===== config.mk =====
export PLATFORM = sky130hd
export DESIGN_NAME = nsm_sig_tester
export DESIGN_NICKNAME = d
export VERILOG_FILES = /design/src/rtl/nsm_pkg.sv /design/src/rtl/nsm_lfsr_chain.sv /design/src/rtl/nsm_sig_compare.sv /design/src/rtl/nsm_sig_tester.sv
export SDC_FILE = /design/constraint.sdc
export NUM_CORES = 1
export LEC_CHECK = 0
export BUFFER_PORTS_ARGS = -buffer_cell sky130_fd_sc_hd__buf_4
export CORE_AREA = 3 3 187 189
export CTS_BUF_LIST = sky130_fd_sc_hd__clkbuf_8
export CTS_CLUSTER_DIAMETER = 40
export DETAILED_ROUTE_END_ITERATION = 10
export DIE_AREA = 0 0 190 192
export PLACE_DENSITY = 0.57
export SLEW_MARGIN = 20
export SYNTH_ARGS = -nofsm -noshare
export SYNTH_HDL_FRONTEND = slang
export SYNTH_HIERARCHICAL = 1
export SYNTH_SLANG_ARGS = --single-unit

===== constraint.sdc =====
create_clock -name clk -period 3.7 [get_ports clk]
set_input_delay 0.37 -clock clk [delete_from_list [all_inputs] [get_ports clk]]
set_output_delay 0.37 -clock clk [all_outputs]
set_load 0.02 [all_outputs]

===== src/rtl/nsm_pkg.sv =====
package nsm_pkg;

    typedef enum logic [1:0] {
        CLS_NONE = 2'd0,
        CLS_SOME = 2'd1,
        CLS_MANY = 2'd2
    } cls_t;

    typedef enum logic [2:0] {
        ST_IDLE,
        ST_SEED_FULL,
        ST_RUN_FULL,
        ST_CHECK_FULL,
        ST_SEED_SPLIT,
        ST_RUN_SPLIT,
        ST_CHECK_SPLIT,
        ST_DONE
    } st_t;

endpackage


===== src/rtl/nsm_lfsr_chain.sv =====
module nsm_lfsr_chain #(
    parameter int WIDTH    = 96,
    parameter int NSEG     = 4,
    parameter int FULL_TAP = 53,
    parameter int SEG_TAP  = 16
) (
    input  logic             clk,
    input  logic             rst_n,
    input  logic             load,
    input  logic             step,
    input  logic             split_mode,
    input  logic [WIDTH-1:0] seed,
    input  logic [WIDTH-1:0] stuck_mask,
    input  logic [WIDTH-1:0] stuck_val,
    output logic [WIDTH-1:0] sig
);
    localparam int SEG_L = WIDTH / NSEG;

    logic [WIDTH-1:0] q;
    logic [WIDTH-1:0] eff;
    logic [WIDTH-1:0] nxt;

    // stuck flops override what is stored
    assign eff = (q & ~stuck_mask) | (stuck_val & stuck_mask);
    assign sig = eff;

    for (genvar i = 0; i < WIDTH; i++) begin : g_bit
        if (i % SEG_L == 0) begin : g_head
            logic fb_seg;
            assign fb_seg = eff[i + SEG_L - 1] ^ eff[i + SEG_TAP];
            if (i == 0) begin : g_first
                assign nxt[i] = split_mode ? fb_seg : (eff[WIDTH-1] ^ eff[FULL_TAP]);
            end else begin : g_mid
                assign nxt[i] = split_mode ? fb_seg : eff[i-1];
            end
        end else begin : g_body
            assign nxt[i] = eff[i-1];
        end
    end

    always_ff @(posedge clk or negedge rst_n) begin
        if (!rst_n)    q <= '0;
        else if (load) q <= seed;
        else if (step) q <= nxt;
    end
endmodule


===== src/rtl/nsm_sig_compare.sv =====
module nsm_sig_compare #(
    parameter int WIDTH = 96,
    parameter int NSEG  = 4,
    parameter int MC_W  = 3
) (
    input  logic [WIDTH-1:0] sig,
    input  logic [WIDTH-1:0] full_gold,
    input  logic [WIDTH-1:0] seg_gold,
    output logic             full_miss,
    output logic [MC_W-1:0]  miss_cnt
);
    localparam int SEG_L = WIDTH / NSEG;

    logic [NSEG-1:0] seg_miss;

    assign full_miss = (sig != full_gold);

    for (genvar k = 0; k < NSEG; k++) begin : g_seg
        assign seg_miss[k] = (sig[k*SEG_L +: SEG_L] != seg_gold[k*SEG_L +: SEG_L]);
    end

    always_comb begin
        miss_cnt = '0;
        for (int k = 0; k < NSEG; k++) begin
            miss_cnt = miss_cnt + MC_W'(seg_miss[k]);
        end
    end
endmodule


===== src/rtl/nsm_sig_tester.sv =====
module nsm_sig_tester
    import nsm_pkg::*;
#(
    parameter int WIDTH      = 96,
    parameter int NSEG       = 4,
    parameter int RUN_CYCLES = 64,
    parameter int FULL_TAP   = 53,
    parameter int SEG_TAP    = 16
) (
    input  logic             clk,
    input  logic             rst_n,
    input  logic             start,
    input  logic [WIDTH-1:0] seed,
    input  logic [WIDTH-1:0] full_gold,
    input  logic [WIDTH-1:0] seg_gold,
    input  logic [WIDTH-1:0] stuck_mask,
    input  logic [WIDTH-1:0] stuck_val,
    output logic             res_valid,
    output logic [1:0]       res_class
);
    localparam int CNT_W = $clog2(RUN_CYCLES + 1);
    localparam int MC_W  = $clog2(NSEG + 1);

    st_t             state, state_nx;
    logic [CNT_W-1:0] cnt;
    logic            full_miss;
    logic [MC_W-1:0] miss_cnt;
    logic [WIDTH-1:0] sig;
    logic            load, step, split_mode, run_last;
    cls_t            cls_q;

    assign load       = (state == ST_SEED_FULL) || (state == ST_SEED_SPLIT);
    assign step       = (state == ST_RUN_FULL)  || (state == ST_RUN_SPLIT);
    assign split_mode = (state == ST_SEED_SPLIT) || (state == ST_RUN_SPLIT)
                     || (state == ST_CHECK_SPLIT);
    assign run_last   = (cnt == CNT_W'(RUN_CYCLES - 1));

    nsm_lfsr_chain #(
        .WIDTH(WIDTH), .NSEG(NSEG), .FULL_TAP(FULL_TAP), .SEG_TAP(SEG_TAP)
    ) u_chain (
        .clk(clk), .rst_n(rst_n), .load(load), .step(step),
        .split_mode(split_mode), .seed(seed),
        .stuck_mask(stuck_mask), .stuck_val(stuck_val), .sig(sig)
    );

    nsm_sig_compare #(
        .WIDTH(WIDTH), .NSEG(NSEG), .MC_W(MC_W)
    ) u_cmp (
        .sig(sig), .full_gold(full_gold), .seg_gold(seg_gold),
        .full_miss(full_miss), .miss_cnt(miss_cnt)
    );

    // next-state logic
    always_comb begin
        state_nx = state;
        unique case (state)
            ST_IDLE:        if (start) state_nx = ST_SEED_FULL;
            ST_SEED_FULL:   state_nx = ST_RUN_FULL;
            ST_RUN_FULL:    if (run_last) state_nx = ST_CHECK_FULL;
            ST_CHECK_FULL:  state_nx = full_miss ? ST_SEED_SPLIT : ST_DONE;
            ST_SEED_SPLIT:  state_nx = ST_RUN_SPLIT;
            ST_RUN_SPLIT:   if (run_last) state_nx = ST_CHECK_SPLIT;
            ST_CHECK_SPLIT: state_nx = ST_DONE;
            ST_DONE:        state_nx = ST_IDLE;
            default:        state_nx = ST_IDLE;
        endcase
    end

    // state register
    always_ff @(posedge clk or negedge rst_n) begin
        if (!rst_n) state <= ST_IDLE;
        else        state <= state_nx;
    end

    // step counter
    always_ff @(posedge clk or negedge rst_n) begin
        if (!rst_n)    cnt <= '0;
        else if (step) cnt <= run_last ? '0 : cnt + 1'b1;
        else           cnt <= '0;
    end

    // outputs
    always_ff @(posedge clk or negedge rst_n) begin
        if (!rst_n) begin
            cls_q <= CLS_NONE;
        end else begin
            unique case (state)
                ST_CHECK_FULL:  if (!full_miss) cls_q <= CLS_NONE;
                ST_CHECK_SPLIT: cls_q <= ((2 * int'(miss_cnt)) < NSEG) ? CLS_SOME : CLS_MANY;
                default:        cls_q <= cls_q;
            endcase
        end
    end

    assign res_valid = (state == ST_DONE);
    assign res_class = cls_q;
endmodule


After elaboration in Yosys (flattened, before gate mapping)
Cells that the tools add are included.

Bitwise gates (word level): 9. Equal/unequal tests: 17. Multiplexer cells: 16. Order comparisons: 1. Add/subtract/negate cells: 4. Reductions and logical operators: 9.

Operators with widths (count): $and 96x96->96 (2); $mux 96 (2); $ne 24x24->1 (4); $ne 96x96->1 (1); $not 96->96 (1); $or 96x96->96 (1); $pmux 3 s8 (1); $mux 7 (2); $eq 3x3->1 const B (4); $mux 3 (3); $ne 2x2->1 const B (4); $add 7x1->7 const B (1); $eq 7x6->1 const B (1); $add 3x1->3 (2); $eq 3x2->1 const B (2); $mux 2 (3); $xor 1x1->1 (5); $logic_or 1x1->1 (4); $lt 4x3->1 const B (1); $mux 1 (4); $pmux 2 s2 (1); $reduce_bool 2->1 (2); $eq 3x1->1 const B (1); $logic_not 3->1 (1); 3 further kinds (3).

Register bits after elaboration: 108. Input port bits: 483.

Depth between registers and ports, before layout
Depth after elaboration: 10. Depth in mapped cells: 13. Mapped depth without buffers: 13.

Modules after synthesis
Netlist, hierarchy kept.

By module, submodules not included: nsm_lfsr_chain (times used 1, cells each 534, seq. area each 2402.3 um^2, area an instance 5686.7 um^2); nsm_sig_compare (times used 1, cells each 261, seq. area each 0.0 um^2, area an instance 2128.3 um^2); nsm_sig_tester (times used 1, cells each 66, seq. area each 300.3 um^2, area an instance 644.4 um^2).

Least setup slack after synthesis
No wires, ideal clock.

Path kind: input-to-reg. Start point: input port stuck_mask[37]. End point: register cls_q[0], in the netlist res_class[0]. Arrival time: 2778 ps. Setup slack: 839 ps. Required time: 3618 ps. Setup time: 82 ps. Cell stages on the path: 12. Path buffers: 0. Path through: mux2_2 > xor2_1 > nor4_1 > nand4_1 > nor3_1 > fa_1 > inv_1 > ha_1 > ha_1 > and4bb_2 > a21oi_1 > o22ai_1.

Cells in the longest elaborated chain, start to end: 10. Elaborated cells between the ends (all ways): 14. Classes of those cells: add/sub (3); order compare (1); eq/ne (3); mux (2); bitwise (4); reduce/logical (1).

Ends and longest elaborated chain: start, declared (RTL line nsm_sig_tester.sv:16) `input logic [WIDTH-1:0] stuck_mask,`; $not 96->96 (RTL line nsm_lfsr_chain.sv:24) `assign eff = (q & ~stuck_mask) | (stuck_val & stuck_mask);`; $and 96x96->96 (RTL line nsm_lfsr_chain.sv:24); $or 96x96->96 * (RTL line nsm_lfsr_chain.sv:24); $ne 24x24->1 * (RTL line nsm_sig_compare.sv:19) `assign seg_miss[k] = (sig[k*SEG_L +: SEG_L] != seg_gold[k*SEG_L +: SEG_L]);`; $add 1x1->2 * (RTL line nsm_sig_compare.sv:25) `miss_cnt = miss_cnt + MC_W'(seg_miss[k]);`; $add 3x1->3 * (2 in a row) (RTL line nsm_sig_compare.sv:25); net miss_cnt[1] (RTL line nsm_sig_tester.sv:27) `logic [MC_W-1:0] miss_cnt;`; $lt 4x3->1 * (RTL line nsm_sig_tester.sv:89) `ST_CHECK_SPLIT: cls_q <= ((2 * int'(miss_cnt)) < NSEG) ? CLS_SOME : CLS_MANY;`; $mux 2 * (RTL line nsm_sig_tester.sv:89); $pmux 2 s2 * (RTL line nsm_sig_tester.sv:87) `unique case (state)`; end signal, assigned (RTL line nsm_sig_tester.sv:89); end signal, assigned (RTL line nsm_sig_tester.sv:90) `default: cls_q <= cls_q;`; end, declared (RTL line nsm_sig_tester.sv:30) `cls_t cls_q;`.

The timed path passes the listed nets; every way through them passes the cells marked *. A chain may end at the register's enable or synchronous reset.

Worst setup path after layout
Start point: register u_chain.q[25]. End point: register cls_q[0], in the netlist res_class[0].

Cells in the longest elaborated chain, start to end: 9. Elaborated cells between the ends (all ways): 12. Classes of those cells: add/sub (3); order compare (1); eq/ne (3); mux (2); bitwise (2); reduce/logical (1).

Ends and longest elaborated chain: start, declared (RTL line nsm_lfsr_chain.sv:19) `logic [WIDTH-1:0] q;`; start signal, assigned (RTL line nsm_lfsr_chain.sv:44) `else if (step) q <= nxt;`; $and 96x96->96 (RTL line nsm_lfsr_chain.sv:24); $or 96x96->96 (RTL line nsm_lfsr_chain.sv:24); net sig[25] (RTL line nsm_sig_tester.sv:28) `logic [WIDTH-1:0] sig;`; $ne 24x24->1 (RTL line nsm_sig_compare.sv:19); $add 1x1->2 (RTL line nsm_sig_compare.sv:25); $add 3x1->3 (2 in a row) (RTL line nsm_sig_compare.sv:25); net miss_cnt[1] (RTL line nsm_sig_tester.sv:27); $lt 4x3->1 (RTL line nsm_sig_tester.sv:89); $mux 2 (RTL line nsm_sig_tester.sv:89); $pmux 2 s2 (RTL line nsm_sig_tester.sv:87).

The timed path passes the listed nets, and every way through them passes these cells.

==> metrics.txt <==
Yosys Warn Count=6; Ports=486; final hold slack=0.1466 ns; Routed Antenna Nets=0; WL final=42,720 um; routed len/inst=23.85 um; Hold Path Class=primary input to register; clock latency on the worst-skew pair=0.42 ns; row count=67; Final #Nets=1,825; Congestion Overflow GR=0; routability cong.=0.8424; # setup viols final=0; final core utilization=38.10%; vias in the first global route=8,748; relative slew slack=38.16%; P&R area growth vs syn=50.66%; #FFs+latches synth=108; RSZ-0062 raised after global routing=no; final period utilization=87.89%; share of layout cells above drive strength 1=45.94%; Post-DP HPWL=36,380 um; Worst-path clk slew=0.12 ns; post-synthesis cell count=861; VDD IR-drop max=0.1522 mV; Worst path slowest cell=fa_1; I/O Buffers=485; Netlist cell types=47; largest stage delay on the critical path=0.46 ns; Via density=4.621; number of remaining DRC errors=0; Worst setup EP type=register; H-tree level count=3; largest net degree at the start of global routing=90; clock root buffer master=clkbuf_8; sequential-to-total area share from yosys stat=31.95%; routed via count=8,276; DIE AREA=0.03648 mm2; top_reg_cell synth=dfrtp_1; Die Width=190 um; clock sinks=108; Fin Setup TNS=0 ns; Syn Nets=1,348; synth top area cells=dfrtp_1 (32%), xor2_1 (13%), mux2_2 (12%), mux2i_1 (11%), xnor2_1 (8.1%); initial DRC count=352; status=completed; Num CTS Buffers=9; Clock Skew=0.01512 ns; Pins Over Slew Limit=0; Post-CTS Setup Bufs=0; Die Y=192 um; most common cell after layout, fill and taps aside=buf_4; CP Max Fanout=3; Most common cell on crit path=ha_1; Worst Tran Pin Value=0.9276 ns; Total GRT Usage=22.32%; drt first pass iters=4; Synth async-reset ratio=100.0%; Power Dens Cells=275.3 mW/mm2; Inserted Diodes=0; CP required=4.05 ns; kind of critical path=register to register; Worst Setup Start Kind=register; post-synth top area share=31.95%; FMAX=307.5 MHz; leakage=6.191 nW; Buf/Inv on CP=1; CP top delay family=simple AND/OR/NAND/NOR gates; post_cts resized=0; Hold-fix buffers, CTS=1; Synth Cell Area=0.008459 mm2; CP Cell Sequence=mux2_2 -> xor2_1 -> nor4_1 -> nand4_1 -> nor3_1 -> fa_1 -> inv_1 -> ha_1 -> ha_1 -> and4bb_2 -> a21oi_1 -> o22ai_1; syn_area_per_cell=9.825 um2; CTS tree=done; placed inst area=0.01252 mm2; max-cap violations=0; Post-synth EDFFs=0; area leader, netlist=dfrtp_1; most frequent cells in the layout=buf_4 (498), xor2_1 (124), dfrtp_1 (108); core footprint=0.03345 mm2; Initial Utilization=25.29%; CTS max path bufs=2; fin crit period=3.252 ns; Hold Fails Final Rpt=0; first-pass GRT wire length=58,260 um; initial antenna violation count=0; WP data arrival=3.61 ns; design area=0.01274 mm2
-- logic make-up (layout without fill, tap and decap cells) --
logic type	after synthesis	after routing	share of synthesized area, %
xor gates and xnor gates	202	202	20.91
adders and majority gates	4	4	0.6804
buffers and inverters	47	529	3.979
and+or+nand+nor	193	193	11.18
AOI/OAI and AO/OA	120	120	7.514
muxes	187	187	23.78
DFF	108	108	31.95
-- metal layers --
layer	GRT usage (%)	up-vias	wire, um
met4	5.146	0	799
li1	-	3963	-
met5	0	-	0
met1	26.48	3941	17300
met2	39.76	334	21490
met3	6.516	38	3126
-- worst register-to-register path, stage by stage, from the launching register on --
cell	delay [ns]
dfrtp_1	0.43
mux2_2	0.31
xor2_1	0.19
nor4_1	0.41
nand4_1	0.16
nor3_1	0.31
fa_1	0.46
inv_1	0.07
ha_1	0.14
ha_1	0.22
and4bb_2	0.30
a21oi_1	0.04
o22ai_1	0.14
-- path summary, 6_finish.rpt --
check / start / to / slack [ns] / cells after the start
worst max register to register: u_chain/q[25]$_DFFE_PN0P_ / res_class[0]$_DFFE_PN0P_ / 0.45 / 12
min in group asynchronous: rst_n / u_chain/q[58]$_DFFE_PN0P_ / 0.49 / 2
worst min-delay path: seed[49] / u_chain/q[49]$_DFFE_PN0P_ / 0.15 / 3
worst min register to register: cnt[0]$_DFF_PN0_ / cnt[0]$_DFF_PN0_ / 0.51 / 1
max in group asynchronous: rst_n / u_chain/q[7]$_DFFE_PN0P_ / 2.36 / 3
worst max-delay path: u_chain/q[25]$_DFFE_PN0P_ / res_class[0]$_DFFE_PN0P_ / 0.45 / 12
-- stage by stage --
stage | worst slack (ns) | power (mW) | std cells
floorplan | 0.8393 | 1.911 | 861
global placement | 0.3682 | 2.658 | 1774
detailed placement | 0.2913 | 2.669 | 1774
CTS | 0.3695 | 3.577 | 1791
global route | 0.2324 | 3.707 | 1791
finish | 0.4480 | 3.508 | 1791
-- area by class of cell --
cell class,instances,area [um2]
fill,3489,20700
multi-input combinational,706,5428
timing repair buffer,501,3789
sequential,108,2703
tap,448,560.5
clock buffer,9,123.9
clock inverter,7,91.34
inverter,12,50.05
-- Yosys cell counts, drive strengths merged, types with 3 or more instances --
master,n
clkbuf,10
ha,3
nor3,5
a21oi,11
dfrtp,108
nand2b,3
inv,12
nand2,97
xor2,124
xnor2,78
mux2,90
buf,25
nand3,4
nand4,26
mux2i,97
nor2,12
o21ai,100
nor3b,4
nor4,34
-- where the power goes --
group	switching (mW)	total [mW]	internal, mW	leakage [nW]
registers	0.0690	1.36	1.29	1.26
logic	0.603	1.28	0.678	4.82
clock network	0.492	0.872	0.380	0.109
-- sequential cells by signal, summed over array words and instances, names as in the netlist --
register,flops
cnt,7
res_class,2
state,3
u_chain/q,96
No activity file was read; power rests on OpenSTA's default activity.
